**config.mk**
```make
export PLATFORM = sky130hd
export DESIGN_NAME = canfd_bitrate_timer
export DESIGN_NICKNAME = d
export VERILOG_FILES = /design/src/rtl/canfd_bitrate_timer.sv
export SDC_FILE = /design/constraint.sdc
export NUM_CORES = 1
export LEC_CHECK = 0
export BUFFER_PORTS_ARGS = -buffer_cell sky130_fd_sc_hd__buf_2
export CELL_PAD_IN_SITES_DETAIL_PLACEMENT = 1
export CELL_PAD_IN_SITES_GLOBAL_PLACEMENT = 1
export CORE_UTILIZATION = 30
export CTS_CLUSTER_DIAMETER = 30
export DETAILED_ROUTE_END_ITERATION = 7
export PLACE_DENSITY = 0.55
export SLEW_MARGIN = 20
export SYNTH_ARGS = -nofsm -noshare
export SYNTH_HDL_FRONTEND = slang
export SYNTH_SLANG_ARGS = --single-unit
```
**constraint.sdc**
```tcl
create_clock -name clk -period 4.6 [get_ports clk]
set_clock_uncertainty 0.05 [all_clocks]
set_input_delay 0.46 -clock clk [delete_from_list [all_inputs] [get_ports clk]]
set_output_delay 0.46 -clock clk [all_outputs]
set_load 0.05 [all_outputs]
```
**src/rtl/canfd_bitrate_timer.sv**
```systemverilog
module canfd_bitrate_timer #(
  parameter int PRE_W = 8,
  parameter int S1_W  = 6,
  parameter int S2_W  = 5
) (
  input  logic             clk,
  input  logic             rst_n,
  input  logic             gen_off,
  input  logic [PRE_W-1:0] nom_pre,
  input  logic [S1_W-1:0]  nom_seg1,
  input  logic [S2_W-1:0]  nom_seg2,
  input  logic [PRE_W-1:0] fast_pre,
  input  logic [S1_W-1:0]  fast_seg1,
  input  logic [S2_W-1:0]  fast_seg2,
  input  logic             brs_strobe,
  input  logic             brs_recessive,
  input  logic             crc_delim,
  input  logic             frame_err,
  output logic             tq_tick,
  output logic             bit_start,
  output logic             sample_pt,
  output logic             fast_phase
);
  localparam int QC_W = ((S1_W > S2_W) ? S1_W : S2_W) + 2;

  logic [PRE_W-1:0] n_pre_q, f_pre_q, pc;
  logic [S1_W-1:0]  n_s1_q, f_s1_q;
  logic [S2_W-1:0]  n_s2_q, f_s2_q;
  logic [QC_W-1:0]  qc;
  logic             run, fast_q, want_q;

  wire [PRE_W-1:0] cur_pre = fast_q ? f_pre_q : n_pre_q;
  wire [S1_W-1:0]  cur_s1  = fast_q ? f_s1_q  : n_s1_q;
  wire [S2_W-1:0]  cur_s2  = fast_q ? f_s2_q  : n_s2_q;
  wire [QC_W-1:0]  seg1_end = QC_W'(cur_s1) + QC_W'(2);
  wire [QC_W-1:0]  bit_last = QC_W'(cur_s1) + QC_W'(cur_s2) + QC_W'(3);

  wire tick     = run && (pc == cur_pre);
  wire bit_done = tick && (qc == bit_last);
  wire fall_bk  = crc_delim || frame_err;
  wire want_nx  = fall_bk ? 1'b0 : ((brs_strobe && brs_recessive) ? 1'b1 : want_q);

  always_ff @(posedge clk or negedge rst_n) begin
    if (!rst_n) begin
      run <= 1'b0; pc <= '0; qc <= '0; fast_q <= 1'b0; want_q <= 1'b0;
      n_pre_q <= '0; n_s1_q <= '0; n_s2_q <= '0;
      f_pre_q <= '0; f_s1_q <= '0; f_s2_q <= '0;
    end else if (gen_off) begin
      run <= 1'b0; pc <= '0; qc <= '0; fast_q <= 1'b0; want_q <= 1'b0;
      n_pre_q <= nom_pre;  n_s1_q <= nom_seg1;  n_s2_q <= nom_seg2;
      f_pre_q <= fast_pre; f_s1_q <= fast_seg1; f_s2_q <= fast_seg2;
    end else begin
      run <= 1'b1;
      if (run) begin
        want_q <= want_nx;
        if (tick) begin
          pc <= '0;
          if (bit_done) begin
            qc     <= '0;
            fast_q <= want_nx;
          end else begin
            qc <= qc + QC_W'(1);
          end
        end else begin
          pc <= pc + PRE_W'(1);
        end
      end
    end
  end

  assign tq_tick    = tick;
  assign bit_start  = run && (pc == '0) && (qc == '0);
  assign sample_pt  = tick && (qc == seg1_end);
  assign fast_phase = fast_q;
endmodule


```
==> impl_metrics.env <==
export IMPL_power_per_cell_area_nw_per_um2=338
export IMPL_tritoncts="yes"
export IMPL_ant_nets=0
export IMPL_ys_ff_latch=57
export IMPL_synthToLayoutAreaGrowth_pct=16.4
export IMPL_async_flop_share_pct=100
export IMPL_finish_instance_area_um2=3900
export IMPL_maxCapViolCount=0
export IMPL_antenna_found_initial=0
export IMPL_synth_cell_type_count=46
export IMPL_reg2reg_from="fast_phase"
export IMPL_path_buf_inv=2
export IMPL_crit_type="reg -> reg"
export IMPL_rows=38
export IMPL_syn_area_per_cell_um2=10.8
export IMPL_startpoint_type="flip-flop"
export IMPL_via_per_inst=4.83
export IMPL_grt_max_degree=58
export IMPL_slowest_delay_ps=630
export IMPL_met1_usage_pct=20.3
export IMPL_clkSinkCount=57
export IMPL_fin_crit_sh_pct=85.3
export IMPL_drive_gt1_share_pct=31.5
export IMPL_path_cells="mux2i_1 -> ha_1 -> inv_1 -> ha_1 -> inv_1 -> fa_1 -> xor3_1 -> o221ai_1 -> a2111o_1 -> a21oi_1 -> nor3b_1 -> a221o_1"
export IMPL_synth_edf_count=0
export IMPL_fp_dieArea_um2=11600
export IMPL_synth_nets=371
export IMPL_final_cells=502
export IMPL_wirelength_um=7990
export IMPL_regArea_um2=1430
export IMPL_yosysMostFrequentCell="dfrtp_1"
export IMPL_busiest_layer="met2"
export IMPL_slew_viol_final=0
export IMPL_diodes=0
export IMPL_yosysSeqAreaShare_pct=42.6
export IMPL_grt_usage_pct=15.4
export IMPL_min_path_type="in -> async"
export IMPL_rsz0062_at_grt="no"
export IMPL_yosys_top_cells_count="dfrtp_1 (57), mux2_2 (42), nand2_1 (18)"
export IMPL_gp_congestion=0.741
export IMPL_fmax_mhz=255
export IMPL_multi_input_area_um2=1780
export IMPL_clk_path_buf_depth=2
export IMPL_root_buffer="clkbuf_8"
export IMPL_cp_max_fo=11
export IMPL_outcome="complete, no violations"
export IMPL_cts_setup_buffers=0
export IMPL_ys_flop_type="dfrtp_1"
export IMPL_synth_area_top_cells="dfrtp_1 (43%), mux2_2 (14%), ha_1 (5.6%)"
export IMPL_nNetsFinal=418
export IMPL_met3_usage_pct=2.42
export IMPL_netlist_instances=310
export IMPL_clk_transition_reported_paths_ps=80
export IMPL_cellLeakagePower_uw=0.00170
export IMPL_tns_ps=0
export IMPL_core_area_um2=10800
export IMPL_place_area_um2=3700
export IMPL_clkLatencyLatePin_ps=350
export IMPL_grt_pass1_vias=2562
export IMPL_crit_family="compound AO/OA/AOI/OAI gates"
export IMPL_yosysWarningCount=0
export IMPL_drc=0
export IMPL_finalSetupViolCount=0
export IMPL_htreeDepth=3
export IMPL_cts_hold_buffers=0
export IMPL_critical_path_required_ps=4780
export IMPL_holdWs_ps=209
export IMPL_synth_top_area_share_pct=42.6
export IMPL_place_inst=486
export IMPL_cp_slowest_cell="dfrtp_1"
export IMPL_dp_hpwl_um=5970
export IMPL_netlist_area_um2=3350
export IMPL_initial_core_util_pct=30.9
export IMPL_yosys_area_top_type="dfrtp_1"
export IMPL_io_buffers=48
export IMPL_vdd_drop_max_mv=0.120
export IMPL_use_met2_pct=24.7
export IMPL_wl_per_cell_um=15.9
export IMPL_grt_ovfl_total=0
export IMPL_cp_startpoint="fast_phase"
export IMPL_num_fill_cells=1249
export IMPL_cp_end_kind="flip-flop"
export IMPL_hold_violations=0
export IMPL_drtPass1Iterations=4
export IMPL_cts_buffers=9
export IMPL_ios=49
export IMPL_worstMarginPinSlew_ps=750
export IMPL_min_period_ps=3920
export IMPL_drt_iter0_drc=70
export IMPL_die_x_um=108
export IMPL_die_height_um=108
export IMPL_vias=2424
export IMPL_cts_resized=0
export IMPL_worstPathArrival_ps=4100
export IMPL_grt_pass1_wl_um=13400
export IMPL_relSlewSlack_pct=50.0
==> per-stage QoR <==
step	worst slack [ps]	utilization (%)	power, uW
floorplan	639	-	770
global route	372	36.0	1400
detailed placement	656	34.2	857
CTS	632	36.0	1340
finish	676	36.0	1320
global placement	758	34.2	850
==> final cells by class <==
class / count / share of cell area, %
Multi-Input combinational cell: 222 / 45.6
Sequential cell: 57 / 36.6
Timing Repair Buffer: 52 / 6.93
Tap cell: 140 / 4.49
Clock buffer: 9 / 3.18
Clock inverter: 7 / 1.80
Inverter: 15 / 1.44
==> kinds of logic after synthesis <==
logic type / share of synthesized area (%)
fa+ha+maj: 6.20
buf+inv: 4.37
xor+xnor: 7.51
mux: 18.9
simple gates: 13.8
flops: 42.6
compound gates: 6.65
==> registers in the layout, indices dropped and copies added (netlist names) <==
signal      flops
f_s2_q          5
qc              8
fast_phase      1
n_s2_q          5
f_s1_q          6
run             1
want_q          1
f_pre_q         8
pc              8
n_s1_q          6
n_pre_q         8
==> metal layers <==
metal	wire length (um)	share of wire [%]	up-vias
met3	202	2.5	11
li1	-	-	1184
met4	140	1.8	0
met1	3880	49	1195
met5	0	0	-
met2	3760	47	34
==> layout by cell type (no fill, tap or decap), types with 3 or more instances in the layout <==
cell type / n
buf_2: 48
a22o_1: 3
nand3_1: 15
xor2_1: 14
xnor2_1: 12
clkinv_2: 3
nor4_1: 3
ha_1: 15
dfrtp_1: 57
mux2_2: 42
buf_4: 4
nand2b_1: 7
mux2i_1: 16
nand2_1: 18
nor2_1: 17
o21ai_0: 7
a21oi_1: 11
nor3_1: 5
clkbuf_8: 9
inv_1: 15
and3_1: 4
nor3b_1: 4
==> final timing paths <==
path                                    to  slack, ps  cells past startpoint
worst max-delay path                 qc[6]        680                     12
worst max register to register       qc[6]        680                     12
max in group asynchronous        n_s2_q[0]       3790                      2
worst min-delay path                 pc[2]        210                      2
min in group clk                n_pre_q[2]        290                      2
worst min register to register   f_s2_q[2]        450                      1
==> report_power, final <==
| group | internal, uW | total, uW | switching, uW |
|---|---|---|---|
| clock network | 250 | 476 | 226 |
| registers | 540 | 576 | 36.4 |
| logic | 132 | 265 | 133 |
| total | 922 | 1320 | 396 |
No activity file was read; power rests on OpenSTA's default activity.
